**config.mk**
```make
export PLATFORM = sky130hd
export DESIGN_NAME = pgreg_seq
export DESIGN_NICKNAME = d
export VERILOG_FILES = /design/src/rtl/pgs_pkg.sv /design/src/rtl/pgs_shifter.sv /design/src/rtl/pgs_frame.sv /design/src/rtl/pgs_ctrl.sv /design/src/rtl/pgreg_seq.sv
export SDC_FILE = /design/constraint.sdc
export NUM_CORES = 1
export LEC_CHECK = 0
export ABC_AREA = 1
export CORE_MARGIN = 1.5
export CORE_UTILIZATION = 40
export DETAILED_ROUTE_END_ITERATION = 8
export DONT_BUFFER_PORTS = 1
export PLACE_DENSITY_LB_ADDON = 0.12
export SLEW_MARGIN = 10
export SYNTH_ARGS = -nofsm -noshare
export SYNTH_HDL_FRONTEND = slang
export SYNTH_SLANG_ARGS = --single-unit
```
**constraint.sdc**
```tcl
create_clock -name clk -period 2.06 [get_ports clk]
set_clock_uncertainty 0.2 [all_clocks]
set_input_delay 0.206 -clock clk [delete_from_list [all_inputs] [get_ports clk]]
set_output_delay 0.206 -clock clk [all_outputs]
set_load 0.01 [all_outputs]
```
**src/rtl/pgs_pkg.sv**
```systemverilog
package pgs_pkg;
    localparam int ADDR_W      = 18;
    localparam int DATA_W      = 16;
    localparam int BYTE_W      = 8;
    localparam int FRAME_BYTES = 3;
    localparam int DATA_BYTES  = FRAME_BYTES - 1;
    localparam int LEN_W       = $clog2(FRAME_BYTES + 1);
    localparam int WCODE_LSB   = 16;
    localparam int PAGE_LSB    = 8;

    localparam logic [BYTE_W-1:0] PAGE_SEL_ADDR = 8'h01;
    localparam logic [BYTE_W-1:0] READ_FLAG     = 8'h80;

    typedef enum logic [1:0] {
        OP_READ  = 2'd0,
        OP_WRITE = 2'd1,
        OP_RMW   = 2'd2,
        OP_RSVD  = 2'd3
    } op_e;

    typedef enum logic [2:0] {
        C_IDLE, C_PAGE, C_PAGE_WAIT, C_XFER,
        C_XFER_WAIT, C_MERGE, C_MERGE_WAIT, C_DONE
    } ctrl_state_e;

    typedef enum logic [1:0] {
        F_IDLE, F_LOAD, F_WAIT, F_END
    } frame_state_e;

    typedef logic [FRAME_BYTES-1:0][BYTE_W-1:0] frame_bytes_t;
    typedef logic [DATA_BYTES-1:0][BYTE_W-1:0]  data_bytes_t;
endpackage

```
**src/rtl/pgs_shifter.sv**
```systemverilog
module pgs_shifter #(
    parameter int HALF_DIV = 2
) (
    input  logic       clk,
    input  logic       rst_n,
    input  logic       start,
    input  logic [7:0] tx_byte,
    input  logic       miso,
    output logic       busy,
    output logic       done,
    output logic [7:0] rx_byte,
    output logic       sclk,
    output logic       mosi
);
    localparam int CW = (HALF_DIV > 1) ? $clog2(HALF_DIV) : 1;
    localparam logic [CW-1:0] DIV_LAST = CW'(HALF_DIV - 1);

    logic [CW-1:0] div_q;
    logic [2:0]    bit_q;
    logic [7:0]    sh_q;
    logic [7:0]    rx_q;
    logic          sclk_q;
    logic          busy_q;
    logic          done_q;
    logic          tick;

    assign tick = (div_q == DIV_LAST);

    always_ff @(posedge clk or negedge rst_n) begin
        if (!rst_n) begin
            div_q  <= '0;
            bit_q  <= '0;
            sh_q   <= '0;
            rx_q   <= '0;
            sclk_q <= 1'b0;
            busy_q <= 1'b0;
            done_q <= 1'b0;
        end else begin
            done_q <= 1'b0;
            if (start && !busy_q) begin
                sh_q   <= tx_byte;
                busy_q <= 1'b1;
                bit_q  <= '0;
                div_q  <= '0;
                sclk_q <= 1'b0;
            end else if (busy_q) begin
                if (tick) begin
                    div_q <= '0;
                    if (!sclk_q) begin
                        sclk_q <= 1'b1;
                        rx_q   <= {rx_q[6:0], miso};
                    end else begin
                        sclk_q <= 1'b0;
                        sh_q   <= {sh_q[6:0], 1'b0};
                        bit_q  <= bit_q + 3'd1;
                        if (bit_q == 3'd7) begin
                            busy_q <= 1'b0;
                            done_q <= 1'b1;
                        end
                    end
                end else begin
                    div_q <= div_q + CW'(1);
                end
            end
        end
    end

    assign busy    = busy_q;
    assign done    = done_q;
    assign rx_byte = rx_q;
    assign sclk    = sclk_q;
    assign mosi    = busy_q ? sh_q[7] : 1'b0;


    sclk_idle_chk: assert property (@(posedge clk) disable iff (!rst_n)
        (!busy_q && !start) |=> !sclk_q);
endmodule

```
**src/rtl/pgs_frame.sv**
```systemverilog
module pgs_frame
    import pgs_pkg::*;
#(
    parameter int HALF_DIV = 2
) (
    input  logic                 clk,
    input  logic                 rst_n,
    input  logic                 start,
    input  logic [LEN_W-1:0]     nbytes,
    input  frame_bytes_t         tx,
    input  logic                 miso,
    output logic                 idle,
    output logic                 done,
    output data_bytes_t          rx,
    output logic                 cs_n,
    output logic                 sclk,
    output logic                 mosi
);
    frame_state_e     state_q, state_d;
    frame_bytes_t     tx_q;
    logic [LEN_W-1:0] nb_q;
    logic [LEN_W-1:0] idx_q;
    logic             cs_n_q;
    logic             sh_start, sh_busy, sh_done;
    logic [7:0]       sh_rx;
    logic             last_byte;

    assign last_byte = (idx_q == nb_q - LEN_W'(1));

    always_comb begin
        state_d = state_q;
        unique case (state_q)
            F_IDLE: if (start) state_d = F_LOAD;
            F_LOAD: state_d = F_WAIT;
            F_WAIT: if (sh_done) state_d = last_byte ? F_END : F_LOAD;
            F_END:  state_d = F_IDLE;
        endcase
    end

    always_ff @(posedge clk or negedge rst_n) begin
        if (!rst_n) state_q <= F_IDLE;
        else        state_q <= state_d;
    end

    always_ff @(posedge clk or negedge rst_n) begin
        if (!rst_n) begin
            tx_q   <= '0;
            nb_q   <= '0;
            idx_q  <= '0;
            cs_n_q <= 1'b1;
        end else begin
            if (state_q == F_IDLE && start) begin
                tx_q   <= tx;
                nb_q   <= nbytes;
                idx_q  <= '0;
                cs_n_q <= 1'b0;
            end else if (state_q == F_WAIT && sh_done) begin
                if (last_byte) cs_n_q <= 1'b1;
                else           idx_q  <= idx_q + LEN_W'(1);
            end
        end
    end

    for (genvar b = 0; b < DATA_BYTES; b++) begin : g_rx
        always_ff @(posedge clk or negedge rst_n) begin
            if (!rst_n)
                rx[b] <= '0;
            else if (state_q == F_WAIT && sh_done && idx_q == LEN_W'(b + 1))
                rx[b] <= sh_rx;
        end
    end

    assign sh_start = (state_q == F_LOAD);
    assign idle     = (state_q == F_IDLE);
    assign done     = (state_q == F_END);
    assign cs_n     = cs_n_q;

    pgs_shifter #(.HALF_DIV(HALF_DIV)) u_shift (
        .clk     (clk),
        .rst_n   (rst_n),
        .start   (sh_start),
        .tx_byte (tx_q[idx_q]),
        .miso    (miso),
        .busy    (sh_busy),
        .done    (sh_done),
        .rx_byte (sh_rx),
        .sclk    (sclk),
        .mosi    (mosi)
    );


    cs_low_chk: assert property (@(posedge clk) disable iff (!rst_n)
        sh_busy |-> !cs_n_q);
endmodule

```
**src/rtl/pgs_ctrl.sv**
```systemverilog
module pgs_ctrl
    import pgs_pkg::*;
(
    input  logic              clk,
    input  logic              rst_n,
    input  logic              req_valid,
    output logic              req_ready,
    input  logic [ADDR_W-1:0] req_addr,
    input  logic [1:0]        req_op,
    input  logic [DATA_W-1:0] req_wdata,
    input  logic [DATA_W-1:0] req_mask,
    output logic              rsp_done,
    output logic              rsp_err,
    output logic [DATA_W-1:0] rsp_rdata,
    output logic              f_start,
    output logic [LEN_W-1:0]  f_nbytes,
    output frame_bytes_t      f_tx,
    input  logic              f_idle,
    input  logic              f_done,
    input  data_bytes_t       f_rx
);
    ctrl_state_e       state_q, state_d;
    op_e               op_q;
    logic [1:0]        wcode_q;
    logic [7:0]        tgt_page_q;
    logic [7:0]        reg_q;
    logic [DATA_W-1:0] wdata_q, mask_q, rdata_q, merged_q;
    logic [7:0]        cache_q;
    logic              err_q;
    logic              accept, bad_req;
    logic [1:0]        in_wcode;
    logic [7:0]        in_page;
    logic [DATA_W-1:0] rx_aligned;

    assign in_wcode = req_addr[WCODE_LSB +: 2];
    assign in_page  = req_addr[PAGE_LSB +: 8];
    assign accept   = req_valid && (state_q == C_IDLE);
    assign bad_req  = (in_wcode == 2'd0) || (in_wcode == 2'd3) || (op_e'(req_op) == OP_RSVD);

    function automatic frame_bytes_t pack_write(input logic [7:0] a,
                                                input logic [1:0] w,
                                                input logic [DATA_W-1:0] v);
        frame_bytes_t fb;
        fb    = '0;
        fb[0] = a;
        if (w == 2'd1) begin
            fb[1] = v[7:0];
        end else begin
            fb[1] = v[15:8];
            fb[2] = v[7:0];
        end
        return fb;
    endfunction

    assign rx_aligned = (wcode_q == 2'd1) ? {8'h00, f_rx[0]} : {f_rx[0], f_rx[1]};

    always_comb begin
        state_d = state_q;
        unique case (state_q)
            C_IDLE:       if (accept) state_d = bad_req ? C_DONE :
                                      (in_page != cache_q) ? C_PAGE : C_XFER;
            C_PAGE:       state_d = C_PAGE_WAIT;
            C_PAGE_WAIT:  if (f_done) state_d = C_XFER;
            C_XFER:       state_d = C_XFER_WAIT;
            C_XFER_WAIT:  if (f_done) state_d = (op_q == OP_RMW) ? C_MERGE : C_DONE;
            C_MERGE:      state_d = C_MERGE_WAIT;
            C_MERGE_WAIT: if (f_done) state_d = C_DONE;
            C_DONE:       state_d = C_IDLE;
        endcase
    end

    always_ff @(posedge clk or negedge rst_n) begin
        if (!rst_n) state_q <= C_IDLE;
        else        state_q <= state_d;
    end

    always_ff @(posedge clk or negedge rst_n) begin
        if (!rst_n) begin
            op_q       <= OP_READ;
            wcode_q    <= '0;
            tgt_page_q <= '0;
            reg_q      <= '0;
            wdata_q    <= '0;
            mask_q     <= '0;
            rdata_q    <= '0;
            merged_q   <= '0;
            cache_q    <= '0;
            err_q      <= 1'b0;
        end else begin
            if (accept) begin
                op_q       <= op_e'(req_op);
                wcode_q    <= in_wcode;
                tgt_page_q <= in_page;
                reg_q      <= req_addr[7:0];
                wdata_q    <= req_wdata;
                mask_q     <= req_mask;
                err_q      <= bad_req;
                rdata_q    <= '0;
            end
            if (state_q == C_PAGE_WAIT && f_done)
                cache_q <= tgt_page_q;
            if (state_q == C_XFER_WAIT && f_done && op_q != OP_WRITE) begin
                rdata_q  <= rx_aligned;
                merged_q <= (rx_aligned & ~mask_q) | (wdata_q & mask_q);
            end
        end
    end

    always_comb begin
        req_ready = 1'b0;
        rsp_done  = 1'b0;
        rsp_err   = 1'b0;
        f_start   = 1'b0;
        f_nbytes  = '0;
        f_tx      = '0;
        unique case (state_q)
            C_IDLE: req_ready = 1'b1;
            C_PAGE: begin
                f_start  = 1'b1;
                f_nbytes = LEN_W'(2);
                f_tx[0]  = PAGE_SEL_ADDR;
                f_tx[1]  = tgt_page_q;
            end
            C_XFER: begin
                f_start  = 1'b1;
                f_nbytes = LEN_W'(wcode_q) + LEN_W'(1);
                if (op_q == OP_WRITE)
                    f_tx = pack_write(reg_q, wcode_q, wdata_q);
                else
                    f_tx[0] = reg_q | READ_FLAG;
            end
            C_MERGE: begin
                f_start  = 1'b1;
                f_nbytes = LEN_W'(wcode_q) + LEN_W'(1);
                f_tx     = pack_write(reg_q, wcode_q, merged_q);
            end
            C_DONE: begin
                rsp_done = 1'b1;
                rsp_err  = err_q;
            end
            C_PAGE_WAIT, C_XFER_WAIT, C_MERGE_WAIT: ;
        endcase
    end

    assign rsp_rdata = rdata_q;


    done_pulse_chk: assert property (@(posedge clk) disable iff (!rst_n)
        rsp_done |=> !rsp_done);

    err_no_frame_chk: assert property (@(posedge clk) disable iff (!rst_n)
        f_start |-> !err_q);

    cache_update_chk: assert property (@(posedge clk) disable iff (!rst_n)
        !$stable(cache_q) |-> $past(state_q == C_PAGE_WAIT && f_done));

    frame_idle_chk: assert property (@(posedge clk) disable iff (!rst_n)
        f_start |-> f_idle);

    rmw_hold_chk: assert property (@(posedge clk) disable iff (!rst_n)
        (state_q == C_XFER_WAIT && f_done && op_q == OP_RMW) |=> !req_ready);
endmodule

```
**src/rtl/pgreg_seq.sv**
```systemverilog
module pgreg_seq
    import pgs_pkg::*;
#(
    parameter int HALF_DIV = 2
) (
    input  logic              clk,
    input  logic              rst_n,
    input  logic              req_valid,
    output logic              req_ready,
    input  logic [ADDR_W-1:0] req_addr,
    input  logic [1:0]        req_op,
    input  logic [DATA_W-1:0] req_wdata,
    input  logic [DATA_W-1:0] req_mask,
    output logic              rsp_done,
    output logic              rsp_err,
    output logic [DATA_W-1:0] rsp_rdata,
    output logic              spi_sclk,
    output logic              spi_cs_n,
    output logic              spi_mosi,
    input  logic              spi_miso
);
    logic             f_start, f_idle, f_done;
    logic [LEN_W-1:0] f_nbytes;
    frame_bytes_t     f_tx;
    data_bytes_t      f_rx;

    pgs_ctrl u_ctrl (
        .clk       (clk),
        .rst_n     (rst_n),
        .req_valid (req_valid),
        .req_ready (req_ready),
        .req_addr  (req_addr),
        .req_op    (req_op),
        .req_wdata (req_wdata),
        .req_mask  (req_mask),
        .rsp_done  (rsp_done),
        .rsp_err   (rsp_err),
        .rsp_rdata (rsp_rdata),
        .f_start   (f_start),
        .f_nbytes  (f_nbytes),
        .f_tx      (f_tx),
        .f_idle    (f_idle),
        .f_done    (f_done),
        .f_rx      (f_rx)
    );

    pgs_frame #(.HALF_DIV(HALF_DIV)) u_frame (
        .clk    (clk),
        .rst_n  (rst_n),
        .start  (f_start),
        .nbytes (f_nbytes),
        .tx     (f_tx),
        .miso   (spi_miso),
        .idle   (f_idle),
        .done   (f_done),
        .rx     (f_rx),
        .cs_n   (spi_cs_n),
        .sclk   (spi_sclk),
        .mosi   (spi_mosi)
    );
endmodule

```
**Word level (Yosys, flattened, before mapping)**

Cells that the tools add are included.

- Register bits: 166
- Output and inout bits: 22

- $add $sub $neg: 5
- Magnitude comparators: 1
- Equal/unequal tests: 28
- Multiplexer cells: 62
- Bitwise gates (word level): 6
- Reduce and logical (&&, ||, !) cells: 30

Operator list:

| operator | count |
|---|---|
| $mux W8 | 10 |
| $mux W16 | 4 |
| $pmux W16 S3 | 1 |
| $and A16 B16 Y16 | 2 |
| $mux W3 | 9 |
| $mux W1 | 25 |
| $pmux W3 S8 | 1 |
| $bmux W8 S2 | 1 |
| $mux W2 | 8 |
| $not A16 Y16 | 1 |
| $or A16 B16 Y16 | 1 |
| $pmux W8 S2 | 1 |
| $eq A3 B3 Y1 const B | 5 |
| $eq A2 B2 Y1 const B | 6 |
| $ne A2 B1 Y1 const B | 6 |
| $reduce_bool A2 Y1 | 6 |
| $logic_and A1 B1 Y1 | 9 |
| $eq A2 B1 Y1 const B | 4 |
| $ne A8 B8 Y1 | 1 |
| $pmux W2 S4 | 1 |
| $reduce_and A2 Y1 | 4 |
| $reduce_and A4 Y1 | 2 |
| $eq A3 B2 Y1 const B | 2 |
| $add A2 B1 Y2 const B | 2 |
| other kinds (16) | 20 |

**Depth between registers and ports, before layout**

Gate-level depths: netlist of run 1.

- Word-level depth: 6
- Depth in mapped cells: 11
- Depth with buffers taken out: 9

**Hierarchy**

Synthesis of run 1 repeated with hierarchy kept, for this count alone.

- Cells, all modules: 1000
- Area total of the unflattened synthesis: 7961.4 µm²

Modules (own cells, without submodules):

| module | instances | cells an instance | area an instance (µm²) |
|---|---|---|---|
| pgs_ctrl | 1 | 627 | 4742.0 |
| pgs_frame | 1 | 247 | 2145.8 |
| pgs_shifter | 1 | 126 | 1073.5 |

**Worst setup path before layout of run 1**

No wires, ideal clock.

- Path kind: flip-flop to flip-flop
- Start: register u_ctrl.wcode_q[0]
- End: register u_ctrl.merged_q[6]
- Setup time: 0.083 ns
- Arrival time: 1.423 ns
- Slack: 0.355 ns
- Stages on the path, launching flop included: 11
- Buffers on the path: 2
- Clock period less this slack: 1.705 ns
- Cells stage by stage: dfrtp_1 > ha_1 > buf_2 > inv_1 > buf_2 > nand2_1 > nand2_1 > inv_1 > o21ai_0 > nand2_1 > o21ai_0

- Longest elaborated chain between the ends: 4

Ends and longest elaborated chain:

| what | line | source |
|---|---|---|
| start: declaration | pgs_ctrl.sv:24 | `logic [1:0] wcode_q;` |
| start signal: assignment | pgs_ctrl.sv:92 | `wcode_q <= in_wcode;` |
| $eq A2 B1 Y1 | pgs_ctrl.sv:55 | `assign rx_aligned = (wcode_q == 2'd1) ? {8'h00, f_rx[0]} : {f_rx[0], f_rx[1]};` |
| $mux W16 | pgs_ctrl.sv:55 |  |
| $and A16 B16 Y16 | pgs_ctrl.sv:104 | `merged_q <= (rx_aligned & ~mask_q) \| (wdata_q & mask_q);` |
| $or A16 B16 Y16 | pgs_ctrl.sv:104 |  |
| end signal: assignment | pgs_ctrl.sv:104 |  |
| end: declaration | pgs_ctrl.sv:27 | `logic [DATA_W-1:0] wdata_q, mask_q, rdata_q, merged_q;` |

Every way passes these cells.
A chain may end at the register's enable or synchronous reset.

**Worst setup path in the final report of run 1**

- Start: register u_ctrl.state_q[1]
- End: register u_ctrl.mask_q[4]

- Longest elaborated chain between the ends: 2

Ends and longest elaborated chain:

| what | line | source |
|---|---|---|
| start: declaration | pgs_ctrl.sv:22 | `ctrl_state_e state_q, state_d;` |
| start signal: assignment | pgs_ctrl.sv:74 | `else state_q <= state_d;` |
| $logic_not A3 Y1 | pgs_ctrl.sv:37 | `assign accept = req_valid && (state_q == C_IDLE);` |
| $logic_and A1 B1 Y1 | pgs_ctrl.sv:37 |  |
| end signal: assignment | pgs_ctrl.sv:96 | `mask_q <= req_mask;` |
| end: declaration | pgs_ctrl.sv:27 |  |

Every way passes these cells.

==> results_dict.tcl, run 1 <==
set metrics [dict create \
    drv_cap 0 \
    setup.worst_path.class "reg2reg" \
    cts_tree "built" \
    worstPathCellList "nor3_4, nand2_4, buf_6, nand2_1, nand2_1, dlygate4sd3_1" \
    gr-total-overflow 0 \
    yosysTopAreaCell "dfrtp_1" \
    drtAntennaViolNets 0 \
    synth-edff-count 0 \
    worstSetupStartpointType "flop" \
    antennaDiodeCount 0 \
    hold_buffers 58 \
    cts-htree-levels 4 \
    crit_required_ns 2.18 \
    async_reset_ff_share_pct 100.0 \
    synth_common_cells "nand2_1, dfrtp_1, o21ai_0" \
    vias_per_cell 4.910 \
    syn_area_um2 7531 \
    drive_gt1_share_pct 7.929 \
    hold_viol 166 \
    cts_inserted_buffers 17 \
    crit_path_frequent_cell "nand2_1" \
    cts_sinks 166 \
    holdWs_ns -0.7213 \
    dp_cells 1144 \
    ys_seq_area_share_pct 55.18 \
    rsz0062_at_grt "false" \
    die_area_um2 19660 \
    yosys.area.top_type_share_pct 54.83 \
    period_minus_slack_ns 1.944 \
    grt.total_usage_pct 20.63 \
    grt_first_pass_wirelength_um 31080 \
    grt_max_degree 167 \
    cp_slowest_cell "dlygate4sd3_1" \
    drt-total-wl_um 19450 \
    worstHoldPathType "in2async" \
    yosysMostFrequentCell "nand2_1" \
    place.gp.congestion 0.8441 \
    synth.top_cells.by_area "dfrtp_1, nand2_1, o21ai_0" \
    avgSynthCellArea_um2 8.124 \
    grt_pass1_vias 5916 \
    port_buffers 0 \
    setup_viol 0 \
    violations "hold timing" \
    cts_max_path_buffers 2 \
    die_w_um 140.2 \
    post-route-drc-count 0 \
    vias 6079 \
    max-vdd-ir-drop_mv 0.4998 \
    hpwl_um 13370 \
    synth_nets 989 \
    core_um2 18210 \
    fmax_ghz 0.5144 \
    cp-end-kind "flop" \
    status "finished with violations" \
    netlist_instances 927 \
    antenna_found_initial 0 \
    cts.reportedPaths.clkPinSlew_ns 0.06 \
    max_slew.worst_pin.slew_ns 0.5354 \
    synth.distinct_cells 32 \
    drt_iter0_drc 389 \
    critical_path.max_fanout 19 \
    wl_per_cell_um 15.71 \
    ff2ff_setup_slack_ns 0.12 \
    dieHeight_um 140.2 \
    fin_cells 1238 \
    start_util_pct 41.36 \
    dr.pass1.iters 5 \
    io_pins 78 \
    synth-seq-cells 166 \
    num_rows 49 \
    layout.nets 1058 \
    final_max_slew_viol_count 0 \
    yosysWarnings 0 \
    period_share_pct 94.36 \
    maxSlewHeadroom_pct 64.22 \
    cp_slowest_stage_delay_ns 0.54 \
    cp.arrival_ns 2.06 \
    cts-root-buf "clkbuf_16" \
    p_leak_nw 4.288 \
    clock_latency_ns 0.43 \
    synth_ff_type "dfrtp_1" \
    area_growth_pct 19.85 \
    setup_tns_ns 0 \
    power_density_nw_per_um2 716.3 \
]
-- cells in the final DEF, fill, tap and decap left out, drive strengths merged --
cell,count
nand2,330
dfrtp,165
o21ai,165
inv,119
dlygate4sd3,58
nand3,33
nor2,27
buf,26
clkbuf,19
o22ai,15
a21oi,10
clkinv,8
o211ai,6
ha,6
xnor2,5
clkinvlp,4
nand4,3
a31oi,2
a22o,2
nor3,2
or2,1
nand3b,1
bufinv,1
dfstp,1
-- flip-flops by register name, summed over array words and instances (netlist names), 2 cells and up --
register / count
u_frame.nb_q: 2
u_ctrl.mask_q: 16
u_frame.idx_q: 2
u_frame.u_shift.sh_q: 8
u_frame.u_shift.rx_byte: 8
u_frame.state_q: 2
u_ctrl.cache_q: 8
u_ctrl.wdata_q: 16
u_ctrl.state_q: 3
u_frame.u_shift.bit_q: 3
u_ctrl.rsp_rdata: 16
u_ctrl.wcode_q: 2
u_ctrl.tgt_page_q: 8
u_frame.tx_q: 24
u_ctrl.reg_q: 8
u_ctrl.merged_q: 16
u_ctrl.op_q: 2
u_frame.rx: 16
-- metal layers --
metal	global-route usage [%]	part of all wire, %	vias up
met5	0	0	-
met4	6.039	1.3	0
met3	4.650	4.9	16
met2	31.32	44	129
met1	29.60	49	2846
li1	-	-	3088
-- area by class of cell --
class | count | area, um^2
Sequential cell | 166 | 4159
Multi-Input combinational cell | 608 | 2759
Inverter | 119 | 447.9
Fill cell | 1806 | 9183
Clock inverter | 13 | 126.4
Clock buffer | 19 | 442.9
Tap cell | 229 | 286.5
Timing Repair Buffer | 84 | 804.5
-- repair_timing --
action	CTS	global route
buffers inserted	0	5
endpoints found under the hold margin	223	166
endpoints found under the setup margin	0	6
gates resized for setup	0	5
-- worst max-delay path, delay by kind of cell, from the launching register on --
family                 cells  cell delay (ns)
flip-flops                 1             0.44
buffers and inverters      2             0.72
AND/OR/NAND/NOR            4             0.47
-- stage by stage --
stage          power, mW  area, um^2  setup WS (ns)  util, %  hold slack [ns]
3_3_place_gp       3.342        7836         0.1929    43.04          -0.2804
4_1_cts            6.525        8986        0.01760    49.35          -0.7410
3_5_place_dp       3.342        7836         0.1815    43.04          -0.2809
2_1_floorplan      3.338        7531         0.3548        -          -0.2896
5_1_grt            6.644        9026        0.01898    49.57          -0.7395
6_report           6.466        9026         0.1161    49.57          -0.7213
-- logic make-up (layout without fill, tap and decap cells) --
group	count (synthesis)	in the layout	synth area share [%]
buf+inv	153	235	8.224
compound gates	200	200	13.92
flops	166	166	55.18
xor+xnor	5	5	0.5815
simple gates	397	397	21.10
fa+ha+maj	6	6	0.9968
-- power by group --
part	leakage [nW]	switching (mW)	internal [mW]
clock	0.266	1.39	1.71
sequential	2.06	0.000267	3.26
combinational	1.96	0.0335	0.0759
-- worst paths after layout --
path	startpoint	end	cells after the start
setup / recovery	u_ctrl.state_q[1]	u_ctrl.mask_q[4]	6
hold / removal	rst_n	u_ctrl.cache_q[2]	0
setup reg to reg	u_ctrl.state_q[1]	u_ctrl.mask_q[4]	6
hold reg to reg	u_frame.u_shift.sh_q[7]	u_frame.u_shift.sh_q[7]	2
max in group asynchronous	rst_n	u_frame.cs_n	0
min in group clk	req_mask[13]	u_ctrl.mask_q[13]	3
Power figures use the tool's default switching activity.
==> inputs of run 2 (changes only) <==
==> constraint.sdc (replaced) <==
create_clock -name clk -period 2 [get_ports clk]
set_clock_uncertainty 0.2 [all_clocks]
set_input_delay 0.3 -clock clk [delete_from_list [all_inputs] [get_ports clk]]
set_output_delay 0.3 -clock clk [all_outputs]
set_load 0.01 [all_outputs]
==> run 2 against run 1 <==
  * The flow still finishes with violations (hold timing)
  * Worst hold slack better by 0.088 ns
  * Clock power is 6% higher
  * Power is 4.5% higher
  * Critical path type is now reg2out
  * Critical path depth decreased by 4
  * Global-route usage increased by 0.29 points
  * Die area unchanged
  * Largest cell class unchanged
  * Clock-buffer cell count down 2
==> results_dict.tcl, run 2 (synthesis gave the netlist of run 1 again) <==
set metrics [dict create \
    cts-htree-levels 4 \
    cts-root-buf "clkbuf_16" \
    hold_viol 166 \
    period_share_pct 94.31 \
    cts_tree "built" \
    grt.total_usage_pct 20.92 \
    cp.arrival_ns 1.39 \
    area_growth_pct 19.42 \
    cts_inserted_buffers 17 \
    dieHeight_um 140.2 \
    cts_sinks 166 \
    busiest_layer "met2" \
    post-route-drc-count 0 \
    io_pins 78 \
    pre_cts_ws_ns -0.01029 \
    vias 6026 \
    final_max_slew_viol_count 0 \
    max-vdd-ir-drop_mv 0.4818 \
    cts_max_path_buffers 2 \
    grt_max_degree 167 \
    hold_buffers 53 \
    crit_required_ns 1.50 \
    status "finished with violations" \
    final_cell_mix "nand2_1, dfrtp_1, o21ai_0" \
    critical_path.max_fanout 8 \
    grtUsageMet1_pct 30.36 \
    maxSlewHeadroom_pct 67.62 \
    setup.worst_path.class "reg2out" \
    worstSetupStartpointType "flop" \
    antenna_found_initial 0 \
    fmax_ghz 0.5302 \
    cts.reportedPaths.clkPinSlew_ns 0.07 \
    antennaDiodeCount 0 \
    drt_iter0_drc 416 \
    die_w_um 140.2 \
    rsz0062_at_grt "false" \
    max_slew.worst_pin.slew_ns 0.4856 \
    largest-register "u_frame.tx_q" \
    wl_per_cell_um 15.45 \
    drtAntennaViolNets 0 \
    setup_viol 0 \
    drv_cap 0 \
    p_leak_nw 4.279 \
    post_cts_buffers 0 \
    setup_tns_ns 0 \
    clock_latency_ns 0.43 \
    vias_per_cell 4.899 \
    cp-end-kind "primary output" \
    place.gp.congestion 0.8049 \
    grt_first_pass_wirelength_um 31460 \
    layout.nets 1050 \
    gr-total-overflow 0 \
    core_um2 18210 \
    holdWs_ns -0.6329 \
    violations "hold timing" \
    drt-total-wl_um 19010 \
    largest_reg_flops 24 \
    port_buffers 0 \
    drive_gt1_share_pct 7.592 \
    start_util_pct 41.36 \
    final_common_cell "nand2_1" \
    worstHoldPathType "in2async" \
    die_area_um2 19660 \
    dr.pass1.iters 5 \
    num_rows 49 \
    grt_pass1_vias 5921 \
    met3_usage_pct 4.137 \
    period_minus_slack_ns 1.886 \
    hpwl_um 13180 \
    filler_cell_count 1758 \
    setup_ws_ns 0.1138 \
    power_density_nw_per_um2 751.2 \
    grt_util_met2_pct 31.40 \
]
[run 2: cell count changes in the layout (fill, tap and decap cells not counted), moves of 3 or more]
cell and delta:
dlygate4sd3_1 -5, dfrtp_1 +3, dfrtp_2 -3, inv_6 +3, inv_8 +4, clkinv_4 -4
buf_4 -4, clkinvlp_4 -3
[run 2: through the flow]
step | cells | util [%] | area (um^2) | power [mW] | hold WS [ns]
2_1_floorplan | 927 | - | 7531 | 3.438 | -0.1956
3_3_place_gp | 1145 | 43.21 | 7869 | 3.442 | -0.1869
3_5_place_dp | 1145 | 43.21 | 7869 | 3.442 | -0.1882
4_1_cts | 1230 | 49.36 | 8989 | 6.829 | -0.6512
5_1_grt | 1230 | 49.39 | 8994 | 6.967 | -0.6531
6_report | 1230 | 49.39 | 8994 | 6.756 | -0.6329
[run 2: power by group]
part | total, mW | switching, mW | internal (mW)
Combinational | 0.108 | 0.0317 | 0.0768
Clock | 3.29 | 1.52 | 1.77
Sequential | 3.36 | 0.000208 | 3.36
[run 2: layer usage]
layer  up-vias  wire [um]
met1      2795       9429
met3        21        807
met2       141       8440
met4         0        331
met5         -          0
li1       3069          -
[run 2: area by class of cell]
type | count | area (um^2) | area share, %
Sequential cell | 166 | 4155 | 46.20
Multi-Input combinational cell | 608 | 2764 | 30.73
Timing Repair Buffer | 76 | 753.2 | 8.375
Inverter | 119 | 447.9 | 4.981
Clock buffer | 17 | 425.4 | 4.730
Tap cell | 229 | 286.5 | 3.186
Clock inverter | 15 | 161.4 | 1.795
[run 2: final timing paths]
path / start / endpoint / slack (ns) / cells past startpoint
min reg2reg: u_frame.u_shift.sh_q[1] / u_frame.u_shift.sh_q[1] / 0.28 / 2
min: rst_n / u_ctrl.tgt_page_q[0] / -0.63 / 0
min in group clk: req_valid / u_ctrl.state_q[0] / 0.03 / 4
max reg2reg: u_ctrl.state_q[2] / u_frame.tx_q[23] / 0.20 / 8
max: u_ctrl.state_q[1] / rsp_done / 0.11 / 2
max in group asynchronous: rst_n / u_frame.cs_n / 1.89 / 0
[run 2: critical path: stages (launching register included)]
cell,delay [ns]
dfrtp_1,0.52
nand2_1,0.18
nor2_1,0.25
[run 2: what timing repair did]
action	in CTS	in global routing
endpoints found under the setup margin	1	1
endpoints found under the hold margin	221	166
pin swaps	0	0
resized for setup	1	1
==> inputs of run 3 (changes only) <==
--- a/config.mk
+++ b/config.mk
@@ -8,6 +8,7 @@
 export ABC_AREA = 1
 export CORE_MARGIN = 1.5
 export CORE_UTILIZATION = 40
+export CTS_CLUSTER_DIAMETER = 120
 export DETAILED_ROUTE_END_ITERATION = 8
 export DONT_BUFFER_PORTS = 1
 export PLACE_DENSITY_LB_ADDON = 0.12
==> constraint.sdc (replaced) <==
create_clock -name clk -period 1.8 [get_ports clk]
set_clock_uncertainty 0.2 [all_clocks]
set_input_delay 0.27 -clock clk [delete_from_list [all_inputs] [get_ports clk]]
set_output_delay 0.27 -clock clk [all_outputs]
set_load 0.01 [all_outputs]
==> run 3 against run 2 <==
  * The run still ends with hold timing left
  * Sequential power up 11%
  * Final area up 2.3%
  * Combinational power up 11%
  * Clock power up 14%
  * Non-clock buffer count up 16
  * Global-route usage down 0.17 points
  * Critical endpoint unchanged
==> results_dict.tcl, run 3 (synthesis gave the netlist of run 1 again) <==
set metrics [dict create \
    vias_per_cell 4.804 \
    grt_pass1_vias 5962 \
    final_max_slew_viol_count 0 \
    largest-register "u_frame.tx_q" \
    setup_tns_ns 0 \
    die_area_um2 19660 \
    layout.nets 1067 \
    p_leak_nw 4.374 \
    drt-total-wl_um 19310 \
    grt_first_pass_wirelength_um 31490 \
    antennaDiodeCount 0 \
    clock_latency_ns 0.43 \
    power_density_nw_per_um2 825.3 \
    cts-root-buf "clkbuf_16" \
    final_core_util_pct 50.54 \
    gr-total-overflow 0 \
    final_cell_mix "nand2_1, dfrtp_1, o21ai_0" \
    max-vdd-ir-drop_mv 0.6543 \
    worstHoldPathType "in2async" \
    critical_path.max_fanout 6 \
    period_share_pct 96.67 \
    largest_reg_flops 24 \
    setup.worst_path.class "reg2out" \
    maxSlewHeadroom_pct 65.89 \
    cts-htree-levels 4 \
    hpwl_um 13500 \
    ff_latch_area_um2 4158 \
    area_growth_pct 22.20 \
    dieHeight_um 140.2 \
    drtAntennaViolNets 0 \
    post-route-drc-count 0 \
    cp.arrival_ns 1.27 \
    port_buffers 0 \
    cp_slowest_cell "dfrtp_2" \
    holdWs_ns -0.6650 \
    cp_slowest_stage_delay_ns 0.43 \
    cp-end-kind "primary output" \
    dr.pass1.iters 5 \
    io_pins 78 \
    fmax_ghz 0.5747 \
    grt_max_degree 167 \
    worstSetupStartpointType "flop" \
    cts_sinks 166 \
    fin_cells 1247 \
    worstPathCellList "inv_2, buf_4, nor2_2" \
    die_w_um 140.2 \
    drv_cap 0 \
    core_um2 18210 \
    multi_input_area_um2 2790 \
    final_common_cell "nand2_1" \
    violations "hold timing" \
    cts_tree "built" \
    drive_gt1_share_pct 10.02 \
    crit_required_ns 1.33 \
    hold_buffers 53 \
    cts_inserted_buffers 17 \
    ff2ff_setup_slack_ns 0.09 \
    start_util_pct 41.36 \
    grt.total_usage_pct 20.75 \
    num_rows 49 \
    hold_viol 166 \
    timing.rr.start "u_ctrl.state_q[0]" \
    reg2reg_depth 6 \
    dp_cells 1159 \
    cts.reportedPaths.clkPinSlew_ns 0.07 \
    cts_max_path_buffers 2 \
    max_slew.worst_pin.slew_ns 0.5103 \
    place.gp.congestion 0.8057 \
    r2r_end "u_frame.tx_q[6]" \
    status "finished with violations" \
    antenna_found_initial 0 \
    vias 5991 \
    setup_viol 0 \
    rsz0062_at_grt "true" \
    filler_cell_count 1746 \
    drt_iter0_drc 342 \
    wl_per_cell_um 15.49 \
    period_minus_slack_ns 1.740 \
]
-- run 3: cell count changes in the layout (fill, tap and decap cells not counted), moves of 3 or more --
cell	change
buf_6	+8
clkinv_4	+4
nand2_1	-3
inv_8	-3
buf_4	+8
-- run 3: critical path: cells and delay by family (launching register included) --
family | cells | cell delay (ns)
DFF | 1 | 0.43
buffers and inverters | 2 | 0.25
and+or+nand+nor | 1 | 0.16
-- run 3: per-stage QoR --
stage | power [mW] | setup WS [ns] | area, um^2
2_1_floorplan | 3.820 | 0.09480 | 7531
3_3_place_gp | 3.825 | 0.01142 | 7974
3_5_place_dp | 3.825 | 0.0006202 | 7974
4_1_cts | 7.664 | 0.002715 | 9130
5_1_grt | 7.828 | -0.03096 | 9203
6_report | 7.595 | 0.05988 | 9203
-- run 3: worst max path at each step --
stage | cells past startpoint | endpoint | startpoint
2_1_floorplan | 10 | u_ctrl.merged_q[6] | u_ctrl.wcode_q[0]
3_3_place_gp | 7 | u_frame.tx_q[8] | u_ctrl.wcode_q[1]
3_5_place_dp | 7 | u_frame.tx_q[10] | u_ctrl.wcode_q[1]
4_1_cts | 3 | rsp_done | u_ctrl.state_q[1]
5_1_grt | 7 | u_frame.tx_q[10] | u_ctrl.wcode_q[1]
6_report | 3 | rsp_done | u_ctrl.state_q[2]
-- run 3: final cells by class --
type	instances	area share (%)
repair buffers	92	9.816
well taps	229	3.114
flip-flops and latches	166	45.18
clock inverters	14	1.781
inverters	119	4.935
repair inverters	1	0.08158
multi-input cells	608	30.32
clock buffers	18	4.772
-- run 3: report_power, final --
part	total [mW]	internal [mW]	switching [mW]
Clock	3.74	2.12	1.62
Sequential	3.73	3.73	0.000240
Combinational	0.120	0.0853	0.0348
Total	7.59	5.94	1.66
-- run 3: what timing repair did --
item / in CTS / in global routing
pin swaps: 2 / 1
endpoints found under the hold margin: 221 / 166
setup endpoints to repair: 4 / 31
gates resized for setup: 4 / 19
gates cloned: 0 / 1
buffers inserted: 1 / 1
-- run 3: routing by layer --
metal,GRT usage (%),part of all wire (%),up-vias
li1,-,-,3101
met1,29.93,52,2789
met2,32.31,44,87
met3,3.932,3.0,14
met4,5.208,1.0,0
met5,0,0,-
